## config.mk

```make
export PLATFORM = sky130hd
export DESIGN_NAME = exe_unit
export DESIGN_NICKNAME = d
export VERILOG_FILES = /design/src/rtl/exe_pkg.sv /design/src/rtl/exe_shift.sv /design/src/rtl/exe_alu.sv /design/src/rtl/exe_imm.sv /design/src/rtl/exe_unit.sv
export SDC_FILE = /design/constraint.sdc
export NUM_CORES = 1
export LEC_CHECK = 0
export ABC_AREA = 1
export BUFFER_PORTS_ARGS = -buffer_cell sky130_fd_sc_hd__buf_2
export CORE_ASPECT_RATIO = 1.5
export CORE_MARGIN = 4
export CORE_UTILIZATION = 48
export CTS_BUF_LIST = sky130_fd_sc_hd__clkbuf_4 sky130_fd_sc_hd__clkbuf_8
export DETAILED_ROUTE_END_ITERATION = 7
export HOLD_SLACK_MARGIN = 0.15
export PLACE_DENSITY = 0.66
export SYNTH_ARGS = -nofsm -noshare
export SYNTH_HDL_FRONTEND = slang
export SYNTH_SLANG_ARGS = --single-unit
export TNS_END_PERCENT = 1
```

## constraint.sdc

```tcl
create_clock -name clk -period 1.11 [get_ports clk]
set_clock_uncertainty 0.05 [all_clocks]
set_input_delay 0.222 -clock clk [delete_from_list [all_inputs] [get_ports clk]]
set_output_delay 0.222 -clock clk [all_outputs]
set_load 0.05 [all_outputs]
```

## src/rtl/exe_pkg.sv

```systemverilog
package exe_pkg;
  localparam int DATA_W  = 32;
  localparam int IDX_W   = 4;
  localparam int IMM_W   = 8;
  localparam int SIMM_W  = 6;

  typedef enum logic [3:0] {
    OP_ADD  = 4'd0,
    OP_SUB  = 4'd1,
    OP_AND  = 4'd2,
    OP_OR   = 4'd3,
    OP_XOR  = 4'd4,
    OP_SHV  = 4'd5,
    OP_LDB  = 4'd6,
    OP_SLB  = 4'd7,
    OP_LTS  = 4'd8,
    OP_LTU  = 4'd9,
    OP_RSA  = 4'd10,
    OP_RSB  = 4'd11,
    OP_ADC  = 4'd12,
    OP_SHC  = 4'd13,
    OP_MOV  = 4'd14,
    OP_RSC  = 4'd15
  } exe_op_e;
endpackage

```

## src/rtl/exe_shift.sv

```systemverilog
module exe_shift #(
  parameter int DW = 32,
  parameter int AW = 32
) (
  input  logic [DW-1:0] val,
  input  logic [AW-1:0] amt,
  output logic [DW-1:0] res
);
  localparam int MW = AW + 1;
  localparam int SW = $clog2(DW);

  logic          neg;
  logic [MW-1:0] amt_ext;
  logic [MW-1:0] mag;
  logic          big;
  logic [SW-1:0] sa;
  logic [DW-1:0] left;
  logic [DW-1:0] right;

  always_comb begin
    neg     = amt[AW-1];
    amt_ext = {amt[AW-1], amt};
    mag     = neg ? (MW'(0) - amt_ext) : amt_ext;
    big     = (64'(mag) >= 64'(DW));
    sa      = mag[SW-1:0];
    left    = val << sa;
    right   = DW'($signed(val) >>> sa);
    if (big) res = neg ? {DW{val[DW-1]}} : '0;
    else     res = neg ? right : left;
  end
endmodule

```

## src/rtl/exe_alu.sv

```systemverilog
module exe_alu
  import exe_pkg::*;
#(
  parameter int DW = DATA_W
) (
  input  exe_op_e       op,
  input  logic [DW-1:0] a,
  input  logic [DW-1:0] b,
  output logic [DW-1:0] res
);
  logic [DW-1:0] shv;
  logic          lts;
  logic          ltu;

  exe_shift #(.DW(DW), .AW(DW)) u_shv (.val(a), .amt(b), .res(shv));

  always_comb begin
    lts = ($signed(a) < $signed(b));
    ltu = (a < b);
    case (op)
      OP_ADD:  res = a + b;
      OP_SUB:  res = a - b;
      OP_AND:  res = a & b;
      OP_OR:   res = a | b;
      OP_XOR:  res = a ^ b;
      OP_SHV:  res = shv;
      OP_LTS:  res = DW'(lts);
      OP_LTU:  res = DW'(ltu);
      OP_MOV:  res = a;
      default: res = '0;
    endcase
  end
endmodule

```

## src/rtl/exe_imm.sv

```systemverilog
module exe_imm
  import exe_pkg::*;
#(
  parameter int DW = DATA_W,
  parameter int IW = IMM_W,
  parameter int CW = SIMM_W
) (
  input  exe_op_e       op,
  input  logic [DW-1:0] a,
  input  logic [IW-1:0] imm,
  output logic [DW-1:0] res
);
  logic [CW-1:0] cst;
  logic [DW-1:0] cst_ext;
  logic [DW-1:0] shc;

  assign cst     = imm[CW-1:0];
  assign cst_ext = {{(DW-CW){cst[CW-1]}}, cst};

  exe_shift #(.DW(DW), .AW(CW)) u_shc (.val(a), .amt(cst), .res(shc));

  always_comb begin
    case (op)
      OP_LDB:  res = DW'(imm);
      OP_SLB:  res = (a << IW) + DW'(imm);
      OP_ADC:  res = a + cst_ext;
      OP_SHC:  res = shc;
      default: res = '0;
    endcase
  end
endmodule

```

## src/rtl/exe_unit.sv

```systemverilog
module exe_unit
  import exe_pkg::*;
#(
  parameter int DW = DATA_W,
  parameter int XW = IDX_W,
  parameter int IW = IMM_W
) (
  input  logic          clk,
  input  logic          rst_n,
  input  logic          exec_en,
  input  logic [3:0]    op,
  input  logic [XW-1:0] dst_idx,
  input  logic [XW-1:0] src_idx,
  input  logic [DW-1:0] opa,
  input  logic [DW-1:0] opb,
  input  logic [IW-1:0] imm,
  output logic [DW-1:0] result,
  output logic          wr_en,
  output logic [XW-1:0] wr_idx
);
  exe_op_e       op_e;
  logic [DW-1:0] alu_res;
  logic [DW-1:0] imm_res;
  logic          is_imm;
  logic          needs_pair;
  logic          pair_ok;
  logic          is_rsvd;
  logic [DW-1:0] res_d;
  logic          wen_d;
  logic [DW-1:0] res_q;
  logic          wen_q;
  logic [XW-1:0] idx_q;

  assign op_e = exe_op_e'(op);

  exe_alu #(.DW(DW)) u_alu (.op(op_e), .a(opa), .b(opb), .res(alu_res));
  exe_imm #(.DW(DW), .IW(IW)) u_imm (.op(op_e), .a(opa), .imm(imm), .res(imm_res));

  always_comb begin
    is_imm     = (op_e inside {OP_LDB, OP_SLB, OP_ADC, OP_SHC});
    needs_pair = (op_e inside {OP_SLB, OP_ADC, OP_SHC});
    is_rsvd    = (op_e inside {OP_RSA, OP_RSB, OP_RSC});
    pair_ok    = (src_idx == dst_idx) ||
                 (src_idx == {~dst_idx[XW-1], dst_idx[XW-2:0]});
    res_d      = is_imm ? imm_res : alu_res;
    wen_d      = exec_en && !is_rsvd && (!needs_pair || pair_ok);
  end

  always_ff @(posedge clk or negedge rst_n) begin
    if (!rst_n) begin
      res_q <= '0;
      wen_q <= 1'b0;
      idx_q <= '0;
    end else begin
      wen_q <= wen_d;
      if (exec_en) begin
        res_q <= res_d;
        idx_q <= dst_idx;
      end
    end
  end

  assign result = res_q;
  assign wr_en  = wen_q;
  assign wr_idx = idx_q;

  a_r1_idle_no_write: assert property (@(posedge clk) disable iff (!rst_n)
    !exec_en |=> !wr_en);
  a_r1_idle_hold: assert property (@(posedge clk) disable iff (!rst_n)
    !exec_en |=> $stable(result));
  a_r6_cmp_bool: assert property (@(posedge clk) disable iff (!rst_n)
    (exec_en && (op == 4'd8 || op == 4'd9)) |=> (result[DW-1:1] == '0));
  a_r8_bad_pair: assert property (@(posedge clk) disable iff (!rst_n)
    (exec_en && (op == 4'd7 || op == 4'd12 || op == 4'd13) &&
     (src_idx[XW-2:0] != dst_idx[XW-2:0])) |=> !wr_en);
  a_r9_move: assert property (@(posedge clk) disable iff (!rst_n)
    (exec_en && op == 4'd14) |=> (result == $past(opa)));
  a_r10_rsvd: assert property (@(posedge clk) disable iff (!rst_n)
    (exec_en && (op == 4'd10 || op == 4'd11 || op == 4'd15)) |=> !wr_en);
  a_r11_index: assert property (@(posedge clk) disable iff (!rst_n)
    exec_en |=> (wr_idx == $past(dst_idx)));
endmodule

```

==> results of run 1 <==
Yosys cell counts (18+ instances only):
| library cell | n | share of area, % |
|---|---|---|
| clkbuf_1 | 108 | 2.3 |
| nor2_1 | 305 | 6.6 |
| a21oi_1 | 220 | 6.3 |
| buf_2 | 60 | 1.7 |
| o22ai_1 | 31 | 1.1 |
| ha_1 | 133 | 9.6 |
| o21ai_1 | 22 | 0.63 |
| a221oi_1 | 19 | 0.96 |
| o211ai_1 | 36 | 1.6 |
| inv_1 | 284 | 6.1 |
| nor3_1 | 18 | 0.52 |
| xor2_1 | 18 | 0.91 |
| dfrtp_1 | 37 | 5.3 |
| nand4_1 | 41 | 1.5 |
| nand2_1 | 1070 | 23 |
| a31oi_1 | 24 | 0.86 |
| nand3_1 | 330 | 9.5 |
| o21ai_0 | 400 | 11 |
| or2_2 | 38 | 1.4 |
per-stage QoR:
stage                     setup WS (ns)  instance area [um^2]  hold slack, ns  cells
after CTS                        -1.494                 26220          0.2877   4737
after detailed placement         -2.436                 25310          0.1678   4712
after global placement           -2.450                 25310          0.1631   4712
after floorplan                  -1.156                 17580         -0.1236   3384
routing by layer:
layer / global-route usage, % / GRT overflow
met2: 85.97 / 60
met5: 8.845 / 0
met3: 40.07 / 0
met4: 64.83 / 48
met1: 64.91 / 0
timing repair:
action,4_1_cts
endpoints found under the setup margin,70
resized for setup,200
hold endpoints to repair,41
buffers inserted,9
cloned,3
hold buffers,5
pin swaps,16
cells by family after synthesis:
| family | Yosys count |
|---|---|
| adder cells (fa/ha/maj) | 136 |
| AO/OA/AOI/OAI | 848 |
| flip-flops | 37 |
| XOR/XNOR | 22 |
| multiplexers | 4 |
| buffers and inverters | 479 |
| AND/OR/NAND/NOR | 1858 |
==> qor.txt, run 1 <==
# IOs = 124
GP Congestion = 1.266
largest net degree at the start of global routing = 70
largest family of logic cells by synthesized area = simple AND/OR/NAND/NOR gates
FFs w/ async S/R, synth = 100.0%
maximum clock path buffer count = 2
mean area per synthesized cell = 5.146 um^2
EDFF count, synth = 0
Final HPWL DP = 92730 um
outcome = aborted with a tool error
first-pass GRT wire length = 191700 um
vias in the first global route = 29883
number of synthesized register bits = 37
Die Ht = 241.3 um
effective utilization at floorplan = 48.59%
die width = 163.5 um
sequential-to-total area share from yosys stat = 5.317%
grt ovf = 108
mux share of post-synthesis cell area = 0.2299%
Adder-Cell Fraction of Synth Area = 9.901%
simple-gate share of the synthesized area = 45.18%
Rows = 85
Primary FF master, synth = dfrtp_1
count of cell types in the netlist = 59
htree depth = 2
clock sinks = 37
Synth Area in XOR/XNOR = 1.106%
GRT Total Usage = 64.03%
Cells after Synth = 3384
Synth Area in Compound Gates = 27.36%
Exit stage = global routing (5_1_grt)
error that ended the run = [ERROR GRT-0116] Global routing finished with congestion. Check the congestion regions in the DRC Viewer.
TritonCTS buffer count = 5
YS warnings = 0
syn nets = 3607
synthesized area = 17410 um^2
IO Port Bufs = 122
CTS Root Cell = clkbuf_8
==> inputs of run 2 (changes only) <==
--- a/config.mk
+++ b/config.mk
@@ -7,13 +7,10 @@
 export LEC_CHECK = 0
 export ABC_AREA = 1
 export BUFFER_PORTS_ARGS = -buffer_cell sky130_fd_sc_hd__buf_2
-export CORE_ASPECT_RATIO = 1.5
 export CORE_MARGIN = 4
-export CORE_UTILIZATION = 48
-export CTS_BUF_LIST = sky130_fd_sc_hd__clkbuf_4 sky130_fd_sc_hd__clkbuf_8
+export CORE_UTILIZATION = 33
 export DETAILED_ROUTE_END_ITERATION = 7
-export HOLD_SLACK_MARGIN = 0.15
-export PLACE_DENSITY = 0.66
+export PLACE_DENSITY_LB_ADDON = 0.15
 export SYNTH_ARGS = -nofsm -noshare
 export SYNTH_HDL_FRONTEND = slang
 export SYNTH_SLANG_ARGS = --single-unit
==> run 2 against run 1 <==
  * The flow now finishes, with violations (setup timing)
  * Synthesized cell count unchanged
  * Area after synthesis unchanged
==> qor.txt, run 2 <==
outcome = finished with violations
failing checks = setup timing
RSZ-0062 raised after global routing = true
simple-gate share of the synthesized area = 45.18%
mean area per synthesized cell = 5.146 um^2
Startpoint Class = input port
FFs w/ async S/R, synth = 100.0%
setup ws final = -1.553 ns
largest net degree at the start of global routing = 37
area delta synth->final = 59.53%
sequential-to-total area share from yosys stat = 5.317%
most common cell after layout, fill and taps aside = nand2_1
Skew-Pair Late Insertion Delay = 0.29 ns
Worst-Margin Slew = 0.7668 ns
max cap viols = 0
die width = 237.7 um
Final Routed Wirelength = 120400 um
CTS tree = built
# IOs = 124
# fillers = 5570
commonest cells in the netlist = 1070 x nand2_1, 400 x o21ai_0, 330 x nand3_1
Cells after Synth = 3384
DRC viols = 0
mux share of post-synthesis cell area = 0.2299%
crit path DAT = 2.80 ns
most frequent cells in the layout = 1045 x nand2_1, 972 x buf_4, 352 x o21ai_0
routed len/inst = 23.89 um
crit end category = register
maximum clock path buffer count = 2
post-synth top area cell = nand2_1
IO Port Bufs = 122
CTS clk-pin slew, worst paths = 0.07 ns
Primary FF master, synth = dfrtp_1
Synth Area in Compound Gates = 27.36%
TritonCTS buffer count = 5
max-slew violation count = 0
top-count cell post-synth = nand2_1
Peak Freq = 375.5 MHz
Adder-Cell Fraction of Synth Area = 9.901%
clock sinks = 37
grt ovf = 0
ranking of synthesized cells by area = nand2_1 23%, o21ai_0 11%, ha_1 9.6%
core area = 51820 um^2
YS warnings = 0
Pre-antenna DRT Iters = 6
Worst Hold Class = input port to register
htree depth = 2
CTS Root Cell = clkbuf_16
critical path class = input port to register
first-pass GRT wire length = 172800 um
Nets = 4579
P_leak = 14.19 nW
Synth top area share = 23.06%
fin crit share = 239.9%
initial antenna violation count = 3
DR vias = 28072
Final HPWL DP = 101800 um
Worst Path Required = 1.25 ns
Slew headroom = 47.56%
Setup Viol. Count Final = 65
worst-path fanout max = 7
vias per inst = 5.572
die area = 56510 um^2
largest family of logic cells by synthesized area = simple AND/OR/NAND/NOR gates
Rows = 83
effective utilization at floorplan = 33.60%
GP Congestion = 1.106
Peak VDD IR = 0.0006399 V
post-route total power = 20.87 mW
GRT Total Usage = 40.70%
synthesized area = 17410 um^2
flip-flop count of the largest register after layout = 32
final hold vios = 0
Antenna Nets Post-Route = 0
Synth Area in XOR/XNOR = 1.106%
Die Ht = 237.7 um
syn nets = 3607
setup slack at placement = -2.122 ns
count of cell types in the netlist = 59
EDFF count, synth = 0
number of synthesized register bits = 37
vias in the first global route = 26407
Power per Cell Area = 751.3 nW/um^2
DR iter-0 viols = 3375
layout cell share with drive strength beyond 1 = 32.38%
Tmin final = 2.663 ns
==> run 2: cell counts after synthesis <==
No cell type changed its count.
==> run 2: cell families (layout without fill, tap and decap cells) <==
kind of cell | after synthesis | after routing
other | 0 | 1
multiplexers | 4 | 4
flip-flops | 37 | 37
AND/OR/NAND/NOR | 1858 | 1858
XOR/XNOR | 22 | 22
AO/OA/AOI/OAI | 848 | 848
buffers and inverters | 479 | 1452
adder cells (fa/ha/maj) | 136 | 136
==> run 2: area by class of cell <==
cell class                 instances  area (um^2)  share of cell area, %
sequential                        37        940.9                  3.387
clock inverter                     3        46.29                 0.1666
clock buffer                       5        125.1                 0.4504
antenna                            1        2.502               0.009007
tap                              680        850.8                  3.063
inverter                         296         1132                  4.076
multi-input combinational       2868        15470                  55.68
timing repair buffer            1148         9214                  33.17
==> run 2: path summary, 6_finish.rpt <==
kind | startpoint | to | slack [ns] | cells past startpoint
setup / recovery | opb[1] | result[11] | -1.55 | 23
hold / removal | dst_idx[3] | wr_idx[3] | 0.08 | 3
setup reg to reg | result[19] | result[19] | 0.08 | 3
hold reg to reg | wr_idx[1] | wr_idx[1] | 0.45 | 2
max in group asynchronous | rst_n | result[14] | 0.24 | 3
min in group asynchronous | rst_n | result[13] | 0.31 | 2
==> run 2: metrics by stage <==
step	setup TNS (ns)	cells	util [%]	hold WS, ns	cell area, um^2
detailed placement	-63.85	5003	50.62	0.06566	26230
finish	-49.75	5038	53.61	0.07708	27780
floorplan	-36.41	3384	-	-0.1236	17580
CTS	-47.61	5030	53.10	0.07502	27520
global placement	-64.11	5003	50.62	0.06570	26230
global route	-54.15	5037	53.61	0.09608	27780
==> run 2: metal layers <==
layer | vias to the layer above | wire length [um] | track usage, %
met5 | - | 26 | 0
met4 | 4 | 10510 | 27.41
met3 | 377 | 10890 | 6.869
met2 | 1500 | 51440 | 63.63
met1 | 12887 | 47510 | 51.31
li1 | 13304 | - | -
==> run 2: what timing repair did <==
action	in CTS	in global routing
hold buffers	1	0
pin swaps	52	32
gates resized for setup	292	58
setup endpoints to repair	70	70
endpoints found under the hold margin	9	0
setup buffers	17	7
cloned	1	0
==> run 2: worst max-delay path, cell delays in order <==
cell	delay, ns
buf_12	0.11
clkinvlp_4	0.09
buf_6	0.12
ha_4	0.19
nand2_4	0.07
buf_12	0.13
nor2_8	0.16
nand2_4	0.09
nand2_4	0.07
xor2_1	0.14
nand3_1	0.10
nor2_2	0.11
nand2_2	0.11
nor2_8	0.23
nand2_8	0.11
inv_8	0.08
buf_12	0.12
buf_4	0.11
nand3_1	0.09
nand2_2	0.12
nand4_1	0.09
nand2_1	0.07
inv_1	0.04
==> run 2: power breakdown <==
group | total, mW | switching [mW] | internal [mW] | leakage, nW
Combinational | 17.3 | 10.2 | 7.13 | 13.7
Sequential | 1.81 | 0.264 | 1.54 | 0.427
Clock | 1.78 | 0.712 | 1.07 | 0.0800
Note: power is estimated with default switching activity, not from simulation.
